[config.mk]
export PLATFORM = sky130hd
export DESIGN_NAME = sbrom_port
export DESIGN_NICKNAME = d
export VERILOG_FILES = /design/src/rtl/sbrom_pkg.sv /design/src/rtl/sbrom_mode.sv /design/src/rtl/sbrom_row.sv /design/src/rtl/sbrom_burst.sv /design/src/rtl/sbrom_out.sv /design/src/rtl/sbrom_port.sv
export SDC_FILE = /design/constraint.sdc
export NUM_CORES = 1
export LEC_CHECK = 0
export ABC_AREA = 1
export BUFFER_PORTS_ARGS = -buffer_cell sky130_fd_sc_hd__buf_2
export CORE_MARGIN = 2
export CORE_UTILIZATION = 55
export DETAILED_ROUTE_END_ITERATION = 10
export PLACE_DENSITY = 0.73
export SKIP_LAST_GASP = 1
export SYNTH_ARGS = -nofsm -noshare
export SYNTH_HDL_FRONTEND = slang
export SYNTH_SLANG_ARGS = --single-unit
[constraint.sdc]
create_clock -name clk -period 16 [get_ports clk]
set_input_delay 4.8 -clock clk [delete_from_list [all_inputs] [get_ports clk]]
set_output_delay 4.8 -clock clk [all_outputs]
set_load 0.01 [all_outputs]
[src/rtl/sbrom_pkg.sv]
package sbrom_pkg;

  typedef enum logic [1:0] {
    CMD_NOP  = 2'b00,
    CMD_ACT  = 2'b01,
    CMD_READ = 2'b10,
    CMD_MRS  = 2'b11
  } cmd_e;

  typedef struct packed {
    logic [1:0] rl;
    logic [2:0] cl;
    logic       bl8;
    logic       ilv;
  } mode_t;

  // Array content as a constant function of the 32-bit word address.
  function automatic logic [31:0] rom_word(input logic [31:0] a);
    return (a * 32'h9E3779B1) ^ a;
  endfunction

endpackage

[src/rtl/sbrom_mode.sv]
module sbrom_mode
  import sbrom_pkg::*;
#(
  parameter int ADDR_W = 13
) (
  input  logic              clk,
  input  logic              rst_n,
  input  logic              mrs_en,
  input  logic [ADDR_W-1:0] addr,
  output mode_t             mode
);

  mode_t mode_q, mode_d;
  logic  legal;
  logic  ld_en;

  always_comb begin
    legal = (addr[4:2] >= 3'd3) && (addr[4:2] <= 3'd6) &&
            ((addr[6:5] == 2'd1) || (addr[6:5] == 2'd2));
    ld_en = mrs_en && legal;
    mode_d.bl8 = addr[0];
    mode_d.ilv = addr[1];
    mode_d.cl  = addr[4:2];
    mode_d.rl  = addr[6:5];
  end

  always_ff @(posedge clk or negedge rst_n) begin
    if (!rst_n) begin
      mode_q <= '{rl: 2'd1, cl: 3'd3, bl8: 1'b0, ilv: 1'b0};
    end else if (ld_en) begin
      mode_q <= mode_d;
    end
  end

  assign mode = mode_q;

endmodule

[src/rtl/sbrom_row.sv]
module sbrom_row #(
  parameter int ROW_W = 13
) (
  input  logic             clk,
  input  logic             rst_n,
  input  logic             act_en,
  input  logic             rd_en,
  input  logic [ROW_W-1:0] row_in,
  input  logic [1:0]       rl,
  output logic [ROW_W-1:0] row,
  output logic             rd_ok,
  output logic             rd_err
);

  logic             open_q, err_q, err_d;
  logic [1:0]       cnt_q, cnt_d;
  logic [ROW_W-1:0] row_q;
  logic             cnt_en;

  always_comb begin
    rd_ok  = rd_en && open_q && (cnt_q == 2'd0);
    err_d  = err_q | (rd_en & ~rd_ok);
    cnt_en = act_en || (cnt_q != 2'd0);
    cnt_d  = act_en ? (rl - 2'd1) : (cnt_q - 2'd1);
  end

  always_ff @(posedge clk or negedge rst_n) begin
    if (!rst_n) begin
      open_q <= 1'b0;
      row_q  <= '0;
    end else if (act_en) begin
      open_q <= 1'b1;
      row_q  <= row_in;
    end
  end

  always_ff @(posedge clk or negedge rst_n) begin
    if (!rst_n)      cnt_q <= '0;
    else if (cnt_en) cnt_q <= cnt_d;
  end

  always_ff @(posedge clk or negedge rst_n) begin
    if (!rst_n) err_q <= 1'b0;
    else        err_q <= err_d;
  end

  assign row    = row_q;
  assign rd_err = err_q;

endmodule

[src/rtl/sbrom_burst.sv]
module sbrom_burst #(
  parameter int ROW_W = 13,
  parameter int COL_W = 9
) (
  input  logic             clk,
  input  logic             rst_n,
  input  logic             start,
  input  logic [ROW_W-1:0] row_in,
  input  logic [COL_W-1:0] col_in,
  input  logic             bl8,
  input  logic             ilv,
  output logic             item_v,
  output logic [ROW_W-1:0] item_row,
  output logic [COL_W-1:0] item_col
);

  localparam int PAD = COL_W - 3;

  logic             act_q, act_d, bl8_q, ilv_q, last;
  logic [ROW_W-1:0] row_q;
  logic [COL_W-1:0] base_q, base_d;
  logic [2:0]       st_q, st_d, idx_q, idx_d, msk_q, msk_in, off;
  logic             run_en;

  always_comb begin
    msk_in = bl8 ? 3'b111 : 3'b011;
    msk_q  = bl8_q ? 3'b111 : 3'b011;
    base_d = col_in & ~{{PAD{1'b0}}, msk_in};
    st_d   = col_in[2:0] & msk_in;
    off    = (ilv_q ? (st_q ^ idx_q) : (st_q + idx_q)) & msk_q;
    last   = (idx_q == msk_q);
    act_d  = start || (act_q && !last);
    idx_d  = start ? 3'd0 : idx_q + 3'd1;
    run_en = start || act_q;
  end

  always_ff @(posedge clk or negedge rst_n) begin
    if (!rst_n) begin
      act_q <= 1'b0;
      idx_q <= '0;
    end else if (run_en) begin
      act_q <= act_d;
      idx_q <= idx_d;
    end
  end

  always_ff @(posedge clk or negedge rst_n) begin
    if (!rst_n) begin
      row_q  <= '0;
      base_q <= '0;
      st_q   <= '0;
      bl8_q  <= 1'b0;
      ilv_q  <= 1'b0;
    end else if (start) begin
      row_q  <= row_in;
      base_q <= base_d;
      st_q   <= st_d;
      bl8_q  <= bl8;
      ilv_q  <= ilv;
    end
  end

  assign item_v   = act_q;
  assign item_row = row_q;
  assign item_col = base_q | {{PAD{1'b0}}, off};

endmodule

[src/rtl/sbrom_out.sv]
module sbrom_out
  import sbrom_pkg::*;
#(
  parameter int ROW_W  = 13,
  parameter int COL_W  = 9,
  parameter int CL_MAX = 6
) (
  input  logic             clk,
  input  logic             rst_n,
  input  logic             item_v,
  input  logic [ROW_W-1:0] item_row,
  input  logic [COL_W-1:0] item_col,
  input  logic [2:0]       cl,
  input  logic             x32_mode,
  input  logic             dqm,
  output logic [31:0]      dq,
  output logic             dq_oe
);

  localparam int DEPTH = CL_MAX - 1;
  localparam int AW    = ROW_W + COL_W - 1;

  logic             pv_q [DEPTH];
  logic [ROW_W-1:0] pr_q [DEPTH];
  logic [COL_W-1:0] pc_q [DEPTH];
  logic             pv_d [DEPTH];
  logic [ROW_W-1:0] pr_d [DEPTH];
  logic [COL_W-1:0] pc_d [DEPTH];
  logic             m1_q, m2_q;
  logic [2:0]       tap;
  logic             sel_v;
  logic [ROW_W-1:0] sel_r;
  logic [COL_W-1:0] sel_c;
  logic [31:0]      wa, w, data;

  always_comb begin
    for (int j = 0; j < DEPTH; j++) begin
      if (j == 0) begin
        pv_d[j] = item_v;
        pr_d[j] = item_row;
        pc_d[j] = item_col;
      end else begin
        pv_d[j] = pv_q[j-1];
        pr_d[j] = pr_q[j-1];
        pc_d[j] = pc_q[j-1];
      end
    end
  end

  always_ff @(posedge clk or negedge rst_n) begin
    if (!rst_n) begin
      for (int j = 0; j < DEPTH; j++) begin
        pv_q[j] <= 1'b0;
        pr_q[j] <= '0;
        pc_q[j] <= '0;
      end
      m1_q <= 1'b0;
      m2_q <= 1'b0;
    end else begin
      for (int j = 0; j < DEPTH; j++) begin
        pv_q[j] <= pv_d[j];
        pr_q[j] <= pr_d[j];
        pc_q[j] <= pc_d[j];
      end
      m1_q <= dqm;
      m2_q <= m1_q;
    end
  end

  always_comb begin
    tap   = cl - 3'd2;
    sel_v = 1'b0;
    sel_r = '0;
    sel_c = '0;
    for (int j = 0; j < DEPTH; j++) begin
      if (tap == 3'(j)) begin
        sel_v = pv_q[j];
        sel_r = pr_q[j];
        sel_c = pc_q[j];
      end
    end
    wa = '0;
    if (x32_mode) wa[AW-1:0] = {sel_r, sel_c[COL_W-2:0]};
    else          wa[AW-1:0] = {sel_r, sel_c[COL_W-1:1]};
    w = rom_word(wa);
    if (x32_mode)      data = w;
    else if (sel_c[0]) data = {16'h0, w[31:16]};
    else               data = {16'h0, w[15:0]};
    dq_oe = sel_v && !m2_q;
    dq    = dq_oe ? data : '0;
  end

endmodule

[src/rtl/sbrom_port.sv]
module sbrom_port
  import sbrom_pkg::*;
#(
  parameter int ROW_W  = 13,
  parameter int COL_W  = 9,
  parameter int CL_MAX = 6
) (
  input  logic             clk,
  input  logic             rst_n,
  input  logic [1:0]       cmd,
  input  logic [ROW_W-1:0] addr,
  input  logic             dqm,
  input  logic             x32_mode,
  output logic [31:0]      dq,
  output logic             dq_oe,
  output logic             rd_err
);

  mode_t            mode;
  logic             act_en, rd_en, mrs_en, rd_ok;
  logic [ROW_W-1:0] row;
  logic [COL_W-1:0] col_in;
  logic             item_v;
  logic [ROW_W-1:0] item_row;
  logic [COL_W-1:0] item_col;

  always_comb begin
    act_en = (cmd == CMD_ACT);
    rd_en  = (cmd == CMD_READ);
    mrs_en = (cmd == CMD_MRS);
    col_in = x32_mode ? {1'b0, addr[COL_W-2:0]} : addr[COL_W-1:0];
  end

  sbrom_mode #(.ADDR_W(ROW_W)) i_mode (
    .clk(clk), .rst_n(rst_n), .mrs_en(mrs_en), .addr(addr), .mode(mode)
  );

  sbrom_row #(.ROW_W(ROW_W)) i_row (
    .clk(clk), .rst_n(rst_n), .act_en(act_en), .rd_en(rd_en),
    .row_in(addr), .rl(mode.rl), .row(row), .rd_ok(rd_ok), .rd_err(rd_err)
  );

  sbrom_burst #(.ROW_W(ROW_W), .COL_W(COL_W)) i_burst (
    .clk(clk), .rst_n(rst_n), .start(rd_ok), .row_in(row), .col_in(col_in),
    .bl8(mode.bl8), .ilv(mode.ilv),
    .item_v(item_v), .item_row(item_row), .item_col(item_col)
  );

  sbrom_out #(.ROW_W(ROW_W), .COL_W(COL_W), .CL_MAX(CL_MAX)) i_out (
    .clk(clk), .rst_n(rst_n), .item_v(item_v), .item_row(item_row),
    .item_col(item_col), .cl(mode.cl), .x32_mode(x32_mode), .dqm(dqm),
    .dq(dq), .dq_oe(dq_oe)
  );

endmodule

==> results of run 1 <==
## repair_timing
action | in CTS | in global routing
buffers inserted | 0 | 4
setup endpoints to repair | 0 | 26
hold endpoints to repair | 0 | 0
resized for setup | 0 | 36
## worst max-delay path, cell delays in order
cell,delay (ns)
buf_2,0.15
buf_12,0.17
nand4_1,0.16
o21ai_4,0.16
inv_1,0.07
ha_1,0.42
buf_4,0.20
fa_1,0.57
fa_1,0.45
fa_1,0.54
inv_1,0.05
fa_1,0.49
inv_1,0.05
fa_1,0.50
inv_1,0.06
fa_1,0.50
inv_1,0.04
ha_1,0.36
inv_1,0.15
o21bai_2,0.11
a21oi_1,0.16
o21bai_1,0.10
a21oi_1,0.21
nand3_1,0.14
nand3_1,0.11
nand2_1,0.06
inv_1,0.05
buf_2,0.12
## sequential cells by signal, indices dropped and copies added (netlist names), 2 cells and up
register	count
i_burst.idx_q	3
i_burst.item_row	13
i_row.cnt_q	2
i_row.row	13
i_out.pc_d	36
i_out.pc_q	9
i_out.pv_d	4
i_burst.base_q	7
i_mode.mode	7
i_out.pr_q	13
i_burst.st_q	3
i_out.pr_d	52
## kinds of logic (layout without fill, tap and decap cells)
kind of cell	count (synthesis)	count (layout)	share of synthesized area
and+or+nand+nor	401	401	0.122
AOI/OAI and AO/OA	165	165	0.0723
muxes	1	1	0.000721
xor gates and xnor gates	49	49	0.0319
adders and majority gates	304	304	0.365
DFF	170	170	0.306
buffers and inverters	358	452	0.102
## cell type report
type	instances	area, sq um
Fill cell	2126	9530
Multi-Input combinational cell	920	8360
Sequential cell	170	4260
Inverter	332	1250
Timing Repair Buffer	88	549
Clock buffer	17	425
Tap cell	330	413
Clock inverter	15	176
## synthesized netlist by cell type, types with 4 or more instances
cell type / number / area (sq um)
xnor2_1: 15 / 131
clkbuf_1: 9 / 33.8
buf_2: 5 / 25.0
nor3_1: 5 / 25.0
nand2_2: 4 / 25.0
xor2_1: 33 / 289
nor2_2: 5 / 31.3
a22o_1: 7 / 61.3
o21ai_0: 52 / 260
nand2_1: 251 / 942
a21oi_1: 62 / 310
dfrtp_1: 167 / 4180
a21o_1: 6 / 45.0
buf_4: 6 / 45.0
nand4_1: 19 / 119
o21a_1: 4 / 30.0
inv_1: 328 / 1230
o21ai_1: 5 / 25.0
nand3_1: 36 / 180
o21bai_1: 7 / 52.6
and3_1: 4 / 25.0
buf_6: 5 / 56.3
fa_1: 169 / 3380
nor2_1: 63 / 236
a22oi_1: 5 / 37.5
ha_1: 135 / 1690
## metrics by stage
step | TNS, ns | cells | instance area (sq um) | hold slack (ns) | utilization
floorplan | 0 | 1448 | 13900 | 0.331 | -
global placement | 0 | 1836 | 14700 | 0.355 | 0.587
detailed placement | 0 | 1836 | 14700 | 0.358 | 0.587
CTS | 0 | 1868 | 15300 | 0.369 | 0.611
global route | -0.00880 | 1872 | 15400 | 0.380 | 0.618
finish | 0 | 1872 | 15400 | 0.371 | 0.618
## layer usage
metal  track usage  routed length (microns)  vias up
met5             0                        0        -
met4        0.0986                     1130        0
met3        0.0234                     1030       59
met2         0.478                    17000      220
met1         0.339                    14200     4768
li1              -                        -     4612
## worst max-delay path by stage
stage | end | slack [ns] | from
after CTS | dq[14] | 0.02 | x32_mode
after detailed placement | dq[14] | 0.04 | x32_mode
after global routing | dq[13] | -0.009 | x32_mode
after floorplan | dq[12] | 0.46 | x32_mode
final | dq[15] | 0.23 | x32_mode
after global placement | dq[13] | 0.13 | x32_mode
==> results.md, run 1 <==
- RR Startpoint: i_row.cnt_q[1]
- Worst EP arrival: 10.97 ns
- Crit path kind: input port to output port
- Cells after Synth: 1,448
- Max Cap Viol: 0
- Worst-path maximum fanout: 15
- Distinct cells, synth: 51
- Width of the die: around 160 microns
- DR WL/cell: 17.8 microns
- Largest net degree at the start of global routing: between 100 and 150
- Most common cell after layout, fill and taps aside: inv_1
- CTS tree: yes
- Crit path time final: 15.77 ns
- CTS max path bufs: 2
- Sequential cell area fraction in the yosys report: 0.306
- Worst reg-to-reg setup slack: 14.27 ns
- F_max: 0.0634 GHz
- Final Hold Fails: 0
- Gp weighted congestion: 1.02
- DRC viols: 0
- Final Skew: 0.00567 ns
- Avg Cell Area, Syn: 9.59 sq um
- Initial core utilization: 0.556
- CP endpoint kind: output port
- Worst Hold Class: flip-flop to flip-flop
- Iter 0 DRT Violations: 616
- WL final: 33,300 microns
- Final setup violating endpoints: 0
- RSZ-0062 raised after global routing: yes
- Data required time of the critical path: 11.20 ns
- CP Launch Type: input port
- Number of synthesized flops with an enable pin: 0
- Most frequent cells in the layout: inv_1 (326), nand2_1 (245), fa_1 (169), dfrtp_1 (167), ha_1 (130)
- CTS Sinks: 170
- Area growth syn-to-layout: 11.1%
- Vias: 9,659
- Max-slew violations: 0
- Gr usage total: 0.267
- Endpoint, Worst Hold: i_out.pr_d[22]
- HPWL after DPL: 27,800 microns
- IO Count: 53
- R2R Path End: i_burst.st_q[2]
- Root buf cell: clkbuf_16
- Vias in the first global route: 10,249
- First-pass GRT wire length: between 50,000 and 60,000 microns
- Worst rel slew slack: 0.281
- Net count, final: 1,852
- Routed Antenna Nets: 0
- Reg2reg path depth: 6
- Post-CTS Hold Buffers: 0
- Main synth FF type: dfrtp_1
- Synthesized area: 13,900 sq um
- DP Worst Slack: 0.0393 ns
- Chip height: 163 microns
- Clock-pin transition on the worst setup and hold timing paths: approximately 0.070 ns
- Num CTS Buffers: 17
- Hold path start: i_out.pr_d[35]
- Status: finished clean
- WHS Path Cells: 0
- Tcrit/Tclk final: 0.986
- Worst Tran Pin Value: 1.07 ns
- Total gr overflow: 0
- # H-tree levels: 4
- Vias per inst: 5.16
- Die area: 26,500 sq um
- Drt first pass iters: 5
- #FFs+latches synth: 170
- Ys Warns: 0
- Post-synth net total: 1,771
- Fraction of layout cells with a size suffix above 1: 0.117
- Initial antenna violation count: 0
- Core Rows: 58
- Core area: 25,000 sq um
- PortBufs: 52
- Diode count: 0
- Later-pin clock latency in the skew report: 0.42 ns
- Setup ws final: between 0.2 and 0.25 ns
- Fraction of registers with async set or reset after synthesis: 1.00
Power of run 1 is not shown: default switching activity piles up to over one toggle a cycle in this logic, so the estimate is an artifact.
==> run 2: changes to the inputs <==
==> constraint.sdc (replaced) <==
create_clock -name clk -period 16.45 [get_ports clk]
set_input_delay 4.935 -clock clk [delete_from_list [all_inputs] [get_ports clk]]
set_output_delay 4.935 -clock clk [all_outputs]
set_load 0.01 [all_outputs]
==> results.md, run 2 (synthesis results as in run 1) <==
- Crit path kind: input port to output port
- WL final: 33,100 microns (-0.68%)
- Worst EP arrival: 11.26 ns (+0.29 ns)
- Status: finished clean
- CP peak stage delay: 0.56 ns (about the same)
- Vias in the first global route: 10,213 (-0.35%)
- Data required time of the critical path: 11.51 ns (+0.31 ns)
- First-pass GRT wire length: 53,900 microns (+0.61%)
- Fraction of layout cells with a size suffix above 1: 0.103 (-0.0141)
- DP Worst Slack: 0.0285 ns (-0.0108 ns)
- Multi-input gate area: 8320 sq um (-0.48%)
- HPWL after DPL: 27,600 microns (-0.95%)
- Drt first pass iters: 5 (unchanged)
- Later-pin clock latency in the skew report: 0.42 ns (about the same)
- Worst Hold Class: flip-flop to flip-flop
- Routed Antenna Nets: 0 (unchanged)
- Setup ws final: 0.253 ns (+0.0228 ns)
- Bufs and invs on worst path: 8 (-3)
- PortBufs: 52 (unchanged)
- Worst rel slew slack: 0.375 (+0.0943)
- Initial antenna violation count: 1 (+1)
- Worst path top cell family by delay: adder cells
- CTS tree: yes
- Tcrit/Tclk final: 0.985
- Net count, final: 1,840 (-0.65%)
- DR WL/cell: 17.8 microns (about the same)
- Most common cell after layout, fill and taps aside: inv_1
- Clock-pin transition on the worst setup and hold timing paths: 0.07 ns (about the same)
- Core area: 25,000 sq um (unchanged)
- Max Cap Viol: 0 (unchanged)
- Critical path's slowest cell: fa_1
- CTS max path bufs: 2 (unchanged)
- Final core utilization: 0.612 (-0.00667)
- Crit path time final: 16.20 ns
- Largest net degree at the start of global routing: 105 (+0.96%)
- Most frequent cells in the layout: inv_1 (326), nand2_1 (250), fa_1 (168), dfrtp_1 (167), ha_1 (130)
- Post-CTS Hold Buffers: 0 (unchanged)
- F_max: 0.0617 GHz
- Gr usage total: 0.267 (-0.000405)
- Final Hold Fails: 0 (unchanged)
- Initial core utilization: 0.556 (unchanged)
- # H-tree levels: 4 (unchanged)
- Width of the die: 163 microns (unchanged)
- CP endpoint kind: output port
- Largest register FFs: 52 (unchanged)
- Worst Tran Pin Value: 0.935 ns (-0.138 ns)
- Chip height: 163 microns (unchanged)
- Core Rows: 58 (unchanged)
- Num CTS Buffers: 17 (unchanged)
- Diode count: 0 (unchanged)
- Iter 0 DRT Violations: 534 (-13%)
- Area growth syn-to-layout: 9.89%
- Most frequent CP cell: fa_1
- Filler cells: 2,073 (-2.5%)
- Vias per inst: 5.19 (+0.53%)
- CP Launch Type: input port
- Final Skew: 0.00754 ns (+0.00186 ns)
- Gp weighted congestion: 1.03 (+0.39%)
- Die area: 26,500 sq um (unchanged)
- Max-slew violations: 0 (unchanged)
- IO Count: 53 (unchanged)
- Root buf cell: clkbuf_16
- Total gr overflow: 0 (unchanged)
- DRC viols: 0 (unchanged)
- CTS Sinks: 170 (unchanged)
- Final setup violating endpoints: 0 (unchanged)
- Worst-path maximum fanout: 15 (unchanged)
- FF/Latch Area: 4260 sq um (unchanged)
- Vias: 9,648 (-0.11%)
[run 2: cell types whose count changed in the layout (fill, tap and decap cells not counted), sizes merged]
cell	delta
buf	-12
bufinv	-2
clkinv	+4
clkinvlp	-1
inv	-1
[run 2: layer usage]
layer / global-route usage / vias to the layer above / routed length [microns]
li1: - / 4580 / -
met4: 0.0869 / 0 / 1090
met2: 0.480 / 228 / 17100
met5: 0 / - / 0
met1: 0.335 / 4771 / 13700
met3: 0.0326 / 69 / 1220
[run 2: final timing paths]
kind	startpoint	to	slack (ns)	cells after the start
max	x32_mode	dq[6]	0.25	26
min in group asynchronous	rst_n	i_row.row[6]	4.63	1
max in group asynchronous	rst_n	i_out.pc_d[12]	10.45	2
min	i_out.pr_d[14]	i_out.pr_d[1]	0.37	0
max reg2reg	i_burst.idx_q[0]	i_out.pc_d[29]	14.91	5
min reg2reg	i_out.pr_d[14]	i_out.pr_d[1]	0.37	0
[run 2: layout make-up]
type,count,area share
tap,330,0.0270
clock buffer,17,0.0279
timing repair buffer,76,0.0295
multi-input combinational,920,0.545
inverter,332,0.0821
sequential,170,0.279
clock inverter,15,0.00951
[run 2: worst register-to-register path, stage by stage, from the launching register on]
cell,delay [ns]
dfrtp_1,0.42
ha_1,0.23
fa_1,0.40
a21oi_1,0.16
nor2_1,0.05
a21o_1,0.15
[run 2: what timing repair did]
action	in CTS	in global routing
setup buffers	0	5
setup endpoints to repair	0	25
gates resized for setup	0	25
[run 2: metrics by stage]
stage                     hold slack, ns  setup TNS [ns]  cells  instance area [sq um]
after global placement             0.355               0   1823                  14600
after CTS                          0.369               0   1855                  15100
final                              0.365               0   1860                  15300
after detailed placement           0.358               0   1823                  14600
after global routing               0.375          -0.104   1860                  15300
after floorplan                    0.331               0   1448                  13900
Power of run 2 is left out for the same reason.
